`src/rtl/cal_pkg.sv`:
```
package cal_pkg;

  localparam int FW         = 8;
  localparam int NUM_FIELDS = 7;

  typedef enum logic [2:0] {
    FLD_SEC   = 3'd0,
    FLD_MIN   = 3'd1,
    FLD_HOUR  = 3'd2,
    FLD_WDAY  = 3'd3,
    FLD_DAY   = 3'd4,
    FLD_MONTH = 3'd5,
    FLD_YEAR  = 3'd6
  } cal_field_e;

  // Two-digit BCD increment, no wrap handling.
  function automatic logic [FW-1:0] bcd_inc(input logic [FW-1:0] v);
    if (v[3:0] >= 4'd9) return {v[7:4] + 4'd1, 4'd0};
    else                return {v[7:4], v[3:0] + 4'd1};
  endfunction

  // Multiple of four on a BCD year: even tens with units 0/4/8, odd tens with 2/6.
  function automatic logic is_leap(input logic [FW-1:0] y);
    case (y[3:0])
      4'd0, 4'd4, 4'd8: return ~y[4];
      4'd2, 4'd6:       return y[4];
      default:          return 1'b0;
    endcase
  endfunction

  function automatic logic [FW-1:0] month_days(input logic [FW-1:0] m, input logic leap);
    case (m)
      8'h02:                      return leap ? 8'h29 : 8'h28;
      8'h04, 8'h06, 8'h09, 8'h11: return 8'h30;
      default:                    return 8'h31;
    endcase
  endfunction

  function automatic logic [FW-1:0] field_reset(input int idx);
    case (idx)
      3:       return 8'h06;
      4, 5:    return 8'h01;
      default: return 8'h00;
    endcase
  endfunction

endpackage

```
`src/rtl/cal_rst_sync.sv`:
```
module cal_rst_sync (
  input  logic clk_i,
  input  logic rst_ni,
  output logic rst_no
);

  logic [1:0] sync_q;

  always_ff @(posedge clk_i or negedge rst_ni) begin
    if (!rst_ni) sync_q <= 2'b00;
    else         sync_q <= {sync_q[0], 1'b1};
  end

  assign rst_no = sync_q[1];

endmodule

```
`src/rtl/cal_prescaler.sv`:
```
module cal_prescaler #(
  parameter int TICKS_PER_SEC = 32768,
  parameter int SYNC_LEAD     = 32
) (
  input  logic clk_i,
  input  logic rst_ni,
  input  logic en_i,
  input  logic tick_i,
  input  logic clr_i,
  output logic half_o,
  output logic sync_o,
  output logic sec_pulse_o
);

  localparam int HALF = TICKS_PER_SEC / 2;
  localparam int CW   = (HALF > 1) ? $clog2(HALF) : 1;
  localparam logic [CW-1:0] LAST       = CW'(HALF - 1);
  localparam logic [CW-1:0] SYNC_START = CW'(HALF - SYNC_LEAD);

  logic [CW-1:0] sub_q, sub_d;
  logic          half_q, half_d;
  logic          adv;

  assign adv = en_i && tick_i && !clr_i;

  always_comb begin
    sub_d  = sub_q;
    half_d = half_q;
    if (clr_i) begin
      sub_d  = '0;
      half_d = 1'b0;
    end else if (adv) begin
      if (sub_q == LAST) begin
        sub_d  = '0;
        half_d = ~half_q;
      end else begin
        sub_d = sub_q + CW'(1);
      end
    end
  end

  always_ff @(posedge clk_i or negedge rst_ni) begin
    if (!rst_ni) begin
      sub_q  <= '0;
      half_q <= 1'b0;
    end else begin
      sub_q  <= sub_d;
      half_q <= half_d;
    end
  end

  assign sec_pulse_o = adv && half_q && (sub_q == LAST);
  assign sync_o      = half_q && (sub_q >= SYNC_START);
  assign half_o      = half_q;

endmodule

```
`src/rtl/cal_field.sv`:
```
module cal_field
  import cal_pkg::*;
#(
  parameter logic [FW-1:0] RESET_VAL = '0
) (
  input  logic          clk_i,
  input  logic          rst_ni,
  input  logic          step_i,
  input  logic          at_max_i,
  input  logic [FW-1:0] wrap_to_i,
  input  logic          wr_i,
  input  logic [FW-1:0] wr_data_i,
  output logic [FW-1:0] value_o
);

  logic [FW-1:0] val_q, val_d;

  always_comb begin
    val_d = val_q;
    if (wr_i)        val_d = wr_data_i;
    else if (step_i) val_d = at_max_i ? wrap_to_i : bcd_inc(val_q);
  end

  always_ff @(posedge clk_i or negedge rst_ni) begin
    if (!rst_ni) val_q <= RESET_VAL;
    else         val_q <= val_d;
  end

  assign value_o = val_q;

endmodule

```
`src/rtl/cal_time_counter.sv`:
```
module cal_time_counter
  import cal_pkg::*;
#(
  parameter int TICKS_PER_SEC = 32768,
  parameter int SYNC_LEAD     = 32
) (
  input  logic          clk_i,
  input  logic          rst_ni,
  input  logic          en_i,
  input  logic          tick_i,
  input  logic          wr_valid_i,
  input  logic [2:0]    wr_field_i,
  input  logic [FW-1:0] wr_data_i,
  output logic [FW-1:0] sec_o,
  output logic [FW-1:0] min_o,
  output logic [FW-1:0] hour_o,
  output logic [FW-1:0] wday_o,
  output logic [FW-1:0] day_o,
  output logic [FW-1:0] month_o,
  output logic [FW-1:0] year_o,
  output logic          half_o,
  output logic          sync_o
);

  logic rst_n;
  logic minsec_wr;
  logic sec_pulse;

  logic [FW-1:0]         val     [NUM_FIELDS];
  logic [FW-1:0]         wrap_at [NUM_FIELDS];
  logic [FW-1:0]         wrap_to [NUM_FIELDS];
  logic [NUM_FIELDS-1:0] at_max;
  logic [NUM_FIELDS-1:0] step;

  cal_rst_sync i_rst_sync (
    .clk_i  (clk_i),
    .rst_ni (rst_ni),
    .rst_no (rst_n)
  );

  assign minsec_wr = wr_valid_i &&
                     ((wr_field_i == 3'(FLD_SEC)) || (wr_field_i == 3'(FLD_MIN)));

  cal_prescaler #(
    .TICKS_PER_SEC (TICKS_PER_SEC),
    .SYNC_LEAD     (SYNC_LEAD)
  ) i_prescaler (
    .clk_i       (clk_i),
    .rst_ni      (rst_n),
    .en_i        (en_i),
    .tick_i      (tick_i),
    .clr_i       (minsec_wr),
    .half_o      (half_o),
    .sync_o      (sync_o),
    .sec_pulse_o (sec_pulse)
  );

  always_comb begin
    wrap_at[FLD_SEC]   = 8'h59;
    wrap_at[FLD_MIN]   = 8'h59;
    wrap_at[FLD_HOUR]  = 8'h23;
    wrap_at[FLD_WDAY]  = 8'h06;
    wrap_at[FLD_DAY]   = month_days(val[FLD_MONTH], is_leap(val[FLD_YEAR]));
    wrap_at[FLD_MONTH] = 8'h12;
    wrap_at[FLD_YEAR]  = 8'h99;
    wrap_to[FLD_SEC]   = 8'h00;
    wrap_to[FLD_MIN]   = 8'h00;
    wrap_to[FLD_HOUR]  = 8'h00;
    wrap_to[FLD_WDAY]  = 8'h00;
    wrap_to[FLD_DAY]   = 8'h01;
    wrap_to[FLD_MONTH] = 8'h01;
    wrap_to[FLD_YEAR]  = 8'h00;
  end

  // Carry chain: the hour wrap feeds both weekday and day.
  always_comb begin
    step[FLD_SEC]   = sec_pulse;
    step[FLD_MIN]   = sec_pulse & at_max[FLD_SEC];
    step[FLD_HOUR]  = sec_pulse & at_max[FLD_SEC] & at_max[FLD_MIN];
    step[FLD_WDAY]  = sec_pulse & at_max[FLD_SEC] & at_max[FLD_MIN] & at_max[FLD_HOUR];
    step[FLD_DAY]   = step[FLD_WDAY];
    step[FLD_MONTH] = step[FLD_DAY] & at_max[FLD_DAY];
    step[FLD_YEAR]  = step[FLD_MONTH] & at_max[FLD_MONTH];
  end

  for (genvar i = 0; i < NUM_FIELDS; i++) begin : g_field
    assign at_max[i] = (val[i] == wrap_at[i]);

    cal_field #(
      .RESET_VAL (field_reset(i))
    ) i_field (
      .clk_i     (clk_i),
      .rst_ni    (rst_n),
      .step_i    (step[i]),
      .at_max_i  (at_max[i]),
      .wrap_to_i (wrap_to[i]),
      .wr_i      (wr_valid_i && (wr_field_i == 3'(i))),
      .wr_data_i (wr_data_i),
      .value_o   (val[i])
    );
  end

  assign sec_o   = val[FLD_SEC];
  assign min_o   = val[FLD_MIN];
  assign hour_o  = val[FLD_HOUR];
  assign wday_o  = val[FLD_WDAY];
  assign day_o   = val[FLD_DAY];
  assign month_o = val[FLD_MONTH];
  assign year_o  = val[FLD_YEAR];

endmodule

```
`config.mk`:
```
export PLATFORM = sky130hd
export DESIGN_NAME = cal_time_counter
export DESIGN_NICKNAME = d
export VERILOG_FILES = /design/src/rtl/cal_pkg.sv /design/src/rtl/cal_rst_sync.sv /design/src/rtl/cal_prescaler.sv /design/src/rtl/cal_field.sv /design/src/rtl/cal_time_counter.sv
export SDC_FILE = /design/constraint.sdc
export NUM_CORES = 1
export LEC_CHECK = 0
export ABC_AREA = 1
export BUFFER_PORTS_ARGS = -buffer_cell sky130_fd_sc_hd__buf_4
export CORE_UTILIZATION = 50
export CTS_CLUSTER_SIZE = 20
export DETAILED_ROUTE_END_ITERATION = 8
export PLACE_DENSITY = 0.82
export SYNTH_ARGS = -nofsm -noshare
export SYNTH_HDL_FRONTEND = slang
export SYNTH_SLANG_ARGS = --single-unit
export TNS_END_PERCENT = 10
```
`constraint.sdc`:
```
create_clock -name clk_i -period 2.9 [get_ports clk_i]
set_input_delay 0.29 -clock clk_i [delete_from_list [all_inputs] [get_ports clk_i]]
set_output_delay 0.29 -clock clk_i [all_outputs]
set_load 0.05 [all_outputs]
```
# Yosys cells after proc, flatten, opt, wreduce, memory -nomap -nowiden
# Cells that the tools add are included.
# word_totals
wordCells	151
inputBits	16
out_inout_bits	58
ff_bits	73
# op_classes
eq_ne	23
bitwise	7
n_lt_le_gt_ge	8
add_sub_neg	15
reduce_logical	44
muxes	37
# ops
operator	count
2-to-1 mux 8 bit	28
adder 4 x 1 -> 4 bit (second input constant)	14
2-to-1 mux 14 bit	3
>= comparator 4 bit (second input constant)	7
equality test 8 x 3 -> 1 bit (second input constant)	3
nonzero test 3 bit	7
nonzero test 2 bit	9
equality test 8 x 5 -> 1 bit (second input constant)	2
equality test 8 x 7 -> 1 bit (second input constant)	2
AND reduction 2 bit	8
adder 14 x 1 -> 14 bit (second input constant)	1
equality test 14 bit (second input constant)	1
>= comparator 14 bit (second input constant)	1
logical AND 1 bit	13
case mux 5 bit (2 select lines)	1
equality test 3 bit (second input constant)	3
equality test 4 x 3 -> 1 bit (second input constant)	2
equality test 8 x 2 -> 1 bit (second input constant)	1
equality test 8 x 4 -> 1 bit (second input constant)	1
equality test 8 x 6 -> 1 bit (second input constant)	1
equality test 8 bit	1
equality test 8 bit (second input constant)	1
equality test 3 x 2 -> 1 bit (second input constant)	2
bitwise AND 1 bit	5
other kinds (13)	17

# Longest topological paths before layout
# depth
depth_word	14
depth_mapped	18

# By module
# From an unflattened synthesis, not the netlist that was laid out.
# hier_totals
cells_unflattened	973
hier_area_um2	6428.7
# by_module_without_submodules
module	cells_each	area_per_inst_um2	n_inst
cal_field at g_field[0].i_field ...	104	699.4	4
cal_field at g_field[4].i_field ...	104	700.7	2
cal_prescaler	139	997.2	1
cal_field at g_field[3].i_field	104	701.9	1
cal_time_counter	103	476.7	1
cal_rst_sync	3	53.8	1

# Worst setup path before layout
# No wires, ideal clock.
# synth_timing
path_kind	reg-to-reg
start	register g_field[0].i_field.val_q[0]
end	register g_field[2].i_field.val_q[7]
path_slack_ns	0.674
path_stages_with_launch	9
period_less_slack_ns	2.226
arrival_time_ns	2.098
setup_time_ns	0.128
path_buffers	0
cell_sequence	dfrtp_1 ha_1 nand3_1 nor2_1 nand4_4 nand2_2 inv_2 nor2_4 mux2_1
# synth_between
elab_chain_cells	5
# synth_lines
element	line	rtl
start: declaration	cal_field.sv:16	logic [FW-1:0] val_q, val_d;
start signal: assignment	cal_field.sv:26	else val_q <= val_d;
equality test 8 x 7 -> 1 bit	cal_time_counter.sv:87	assign at_max[i] = (val[i] == wrap_at[i]);
bitwise AND 1 bit (2 in a row)	cal_time_counter.sv:79	step[FLD_HOUR] = sec_pulse & at_max[FLD_SEC] & at_max[FLD_MIN];
nonzero test 2 bit (no line)	--	
AND reduction 2 bit (no line)	--	
end signal: assignment	cal_field.sv:26	
end: declaration	cal_field.sv:16	
# No other way between the ends.
# A chain may end at the register's enable or synchronous reset.

# Worst setup path in the final report
# layout_timing
start	register g_field[5].i_field.val_q[0]
end	register g_field[4].i_field.val_q[6]
# layout_between
elab_chain_cells	7
elab_cells_between_ends	13
classes_between	eq/ne: 6; mux: 4; reduce/logical: 3
# layout_lines
element	line	rtl
start: declaration	cal_field.sv:16	
start signal: assignment	cal_field.sv:26	
equality test 8 x 3 -> 1 bit, or another cell as far along	cal_pkg.sv:32	case (m)
OR reduction 4 bit	cal_pkg.sv:32	
case mux 5 bit (2 select lines) (*)	cal_pkg.sv:32	
equality test 8 bit (*)	cal_time_counter.sv:87	
2-to-1 mux 8 bit (2 in a row)	cal_field.sv:21	else if (step_i) val_d = at_max_i ? wrap_to_i : bcd_inc(val_q);
2-to-1 mux 8 bit	cal_field.sv:20	if (wr_i) val_d = wr_data_i;
end signal: assignment	cal_field.sv:26	
end: declaration	cal_field.sv:16	
# Every way passes the cells marked *; elsewhere a longest branch is shown, timed or not. The select of a mux whose other input is x is not followed.

==> key figures <==
Outcome
  – Run status: finished clean

Timing
  – Worst-Margin Slew: 723.9 ps
  – Max_slew headroom: 0.5123
  – Setup tns final: 0 ps
  – RSZ-0062 raised after global routing: false
  – Setup-failing EPs final: 0
  – Final setup skew: 13.10 ps
  – Fmax achieved: 0.4438 GHz
  – Max Transition Viols Final: 0
  – Fin crit period: 2253 ps
  – Period utilization: 0.7770
  – Final Hold Viols: 0

Routing
  – Vias: 4,815
  – Post-DRT Antenna Nets: 0
  – Wirelength per Cell: 15.54 um
  – Drt total wl: 13,300 um
  – DRT iter0 DRCs: 226
  – Via/cell ratio: 5.625
  – Drt drc: 0
  – 1st-pass router iterations: 5

Pwr
  – Pwr per Cell Area: 944.2 mW/mm2
  – Worst-case vdd ir drop: 0.7236 mV
  – P_leak: 3.009 nW

Global routing
  – GRT Total Usage: 0.2702
  – Grt total ovfl: 0
  – Maximum number of pins on one net before global-route repair: 72
  – Vias in the first global route: 4,592
  – Global-route wire length before repair: 21,830 um
  – Initial antenna violation count: 0

Critical path
  – Required @ worst endpoint: 3150 ps
  – Cell mode on critical path: nand2_1
  – Max Fanout on Critical Path: 6
  – Critical-path cell list: inv_1 -> ha_1 -> inv_1 -> nand2_1 -> nand2_1 -> nand2_1 -> nand2_1 -> nand2_1 -> nand2_1 -> nand2_1 -> nand2_1 -> nand2_2 -> nand2_2 -> nand2_2 -> nor2_4 -> nor2_4 -> nand2_1 -> nand2_1
  – Type of destination of the critical path: flop
  – Delay-heaviest family, CP: simple AND/OR/NAND/NOR gates
  – CP Buf/Inv Count: 2
  – CP max-delay cell: dfstp_2
  – CP Data Arrival Time: 2510 ps
  – WS Path Type: reg -> reg
  – Critical path launch point type: flop
  – Max stage delay on crit path: 590 ps

Clock network
  – Post-CTS Setup Inserts: 0
  – H-tree depth: 3
  – CTS tree: built
  – Clk_lat worst skew: 370 ps
  – Reg clk slew, reported paths: 80 ps
  – Post-CTS sizing: 0
  – Max Buffers Root-to-Sink: 2
  – Total CTS buffers: 9
  – Root Driver: clkbuf_8
  – TritonCTS Sinks: 73

Synth
  – Yosys top cell area share: 0.3455
  – Unique masters post-synth: 42
  – #FFs+latches synth: 73
  – Async S/R FF share, synth: 1.000
  – Ys Warns: 0
  – Cell taking the most area after synthesis: dfrtp_1
  – Synthesized instance count: 632
  – Syn Area/Cell: 7.907 um2
  – Most common library cells after synthesis: nand2_1, inv_1, dfrtp_1, nand3_1, nor2_1
  – Seq/Total Area, Yosys: 0.3665
  – Post-synth top flop: dfrtp_1
  – Post-synth EDFFs: 0
  – Cell Area, Synth: 0.004997 mm2
  – Top-count cell post-synth: nand2_1
  – Post-Syn Nets: 689
  – Top cells by area, synth: dfrtp_1, ha_1, nand2_1, inv_1, nand3_1

Placed design
  – Port Buffers: 73
  – Routability cong.: 0.8815
  – Hpwl dp: 9627 um
  – Placed Area: 0.005733 mm2

Floorplan
  – Initial Util: 0.5136
  – Die area: 0.01040 mm2
  – Die H: 102.0 um
  – I/O pin total: 74
  – DIE WIDTH: 102.0 um
  – Number of placement rows: 36
  – Placeable Area: 0.009729 mm2

Layout
  – Layout net count: 775
  – Ant. Diodes: 0
  – Share of cells above drive strength 1: 0.1909
  – Total of fill cells in the finished design: 850
  – Final instance area: 0.005978 mm2
  – Flip-flop and latch area: 0.001833 mm2
  – Multi-input logic area: 0.002801 mm2
  – Synthesis-to-layout area growth: 19.63%

Hold path
  – Worst hold path type: in -> reg

Job
  – Max Cap Viol: 0
## worst paths after layout
check / startpoint / to / slack (ps) / depth (start not counted)
max in group asynchronous: i_rst_sync.sync_q[1] / g_field[4].i_field.value_o[0] / 2260 / 1
worst max register to register: g_field[5].i_field.value_o[0] / g_field[4].i_field.value_o[6] / 650 / 18
worst min register to register: i_rst_sync.sync_q[1] / i_prescaler.sub_q[10] / 280 / 1
worst max-delay path: g_field[5].i_field.value_o[0] / g_field[4].i_field.value_o[6] / 650 / 18
min in group asynchronous: rst_ni / i_rst_sync.sync_q[1] / 240 / 2
worst min-delay path: wr_data_i[3] / g_field[5].i_field.value_o[3] / 180 / 3
## registers in the layout (all words and copies together), names as in the netlist
name                     cells
g_field.i_field.value_o     56
i_prescaler.sub_q           14
i_prescaler.half_o           1
i_rst_sync.sync_q            2
## what timing repair did
item,in CTS,in global routing
hold buffers,1,0
setup endpoints to repair,0,0
hold endpoints to repair,2,0
## cell families after synthesis
logic type / count (synthesis) / share of synthesized area
other: 1 / 0.0007504
XOR/XNOR: 26 / 0.04557
buffers and inverters: 97 / 0.07286
AND/OR/NAND/NOR: 287 / 0.2854
multiplexers: 1 / 0.002253
adder cells (fa/ha/maj): 41 / 0.1027
AO/OA/AOI/OAI: 106 / 0.1239
flip-flops: 73 / 0.3666
## power by group
group | switching [mW] | leakage [nW] | internal (mW)
clock network | 0.409 | 0.116 | 0.569
registers | 0.445 | 0.912 | 1.33
logic | 1.98 | 1.98 | 0.914
total | 2.83 | 3.01 | 2.82
## tightest hold or removal path: stages
cell and delay, ps:
buf_4 100, nand2_1 50, nand3_1 60
## area by class of cell
cell class                      instances  area share
Multi-Input combinational cell        462      0.4686
Clock inverter                          6     0.01800
Tap cell                              133     0.02784
Sequential cell                        73      0.3066
Timing Repair Buffer                   75     0.09669
Clock buffer                           10     0.02135
Inverter                               97     0.06090
## metal layers
layer / GRT usage / vias to the layer above / wire, um
li1: - / 2261 / -
met1: 0.3441 / 2330 / 5668
met2: 0.4497 / 189 / 6462
met3: 0.03694 / 35 / 742
met4: 0.1385 / 0 / 427
met5: 0 / - / 0
## placed cells by master, fill, tap and decap left out, types with 4 or more instances in the layout
cell type / count
nand4_1: 8
nand3_1: 61
clkbuf_8: 9
o21ai_1: 7
nor2_1: 52
buf_4: 73
dfstp_2: 4
o21ai_0: 29
ha_1: 41
o22ai_1: 22
nand2_2: 8
xnor2_1: 6
inv_2: 7
nand2_1: 115
nor3_1: 8
xor2_1: 20
inv_1: 89
o221ai_1: 5
nor2_2: 9
a22oi_1: 4
nor2_4: 6
dfrtp_1: 68
a21oi_1: 28
## stage by stage
stage | hold slack [ps] | power [mW] | instances | util | worst slack, ps
finish | 176.7 | 5.645 | 856 | 0.6145 | 646.6
global route | 179.5 | 5.981 | 856 | 0.6145 | 404.7
CTS | 174.8 | 5.629 | 856 | 0.6145 | 672.6
detailed placement | 75.02 | 4.633 | 839 | 0.5892 | 694.0
global placement | 72.03 | 4.529 | 839 | 0.5892 | 814.8
floorplan | -5.591 | 3.788 | 632 | - | 674.2
No activity file was read; power rests on OpenSTA's default activity.
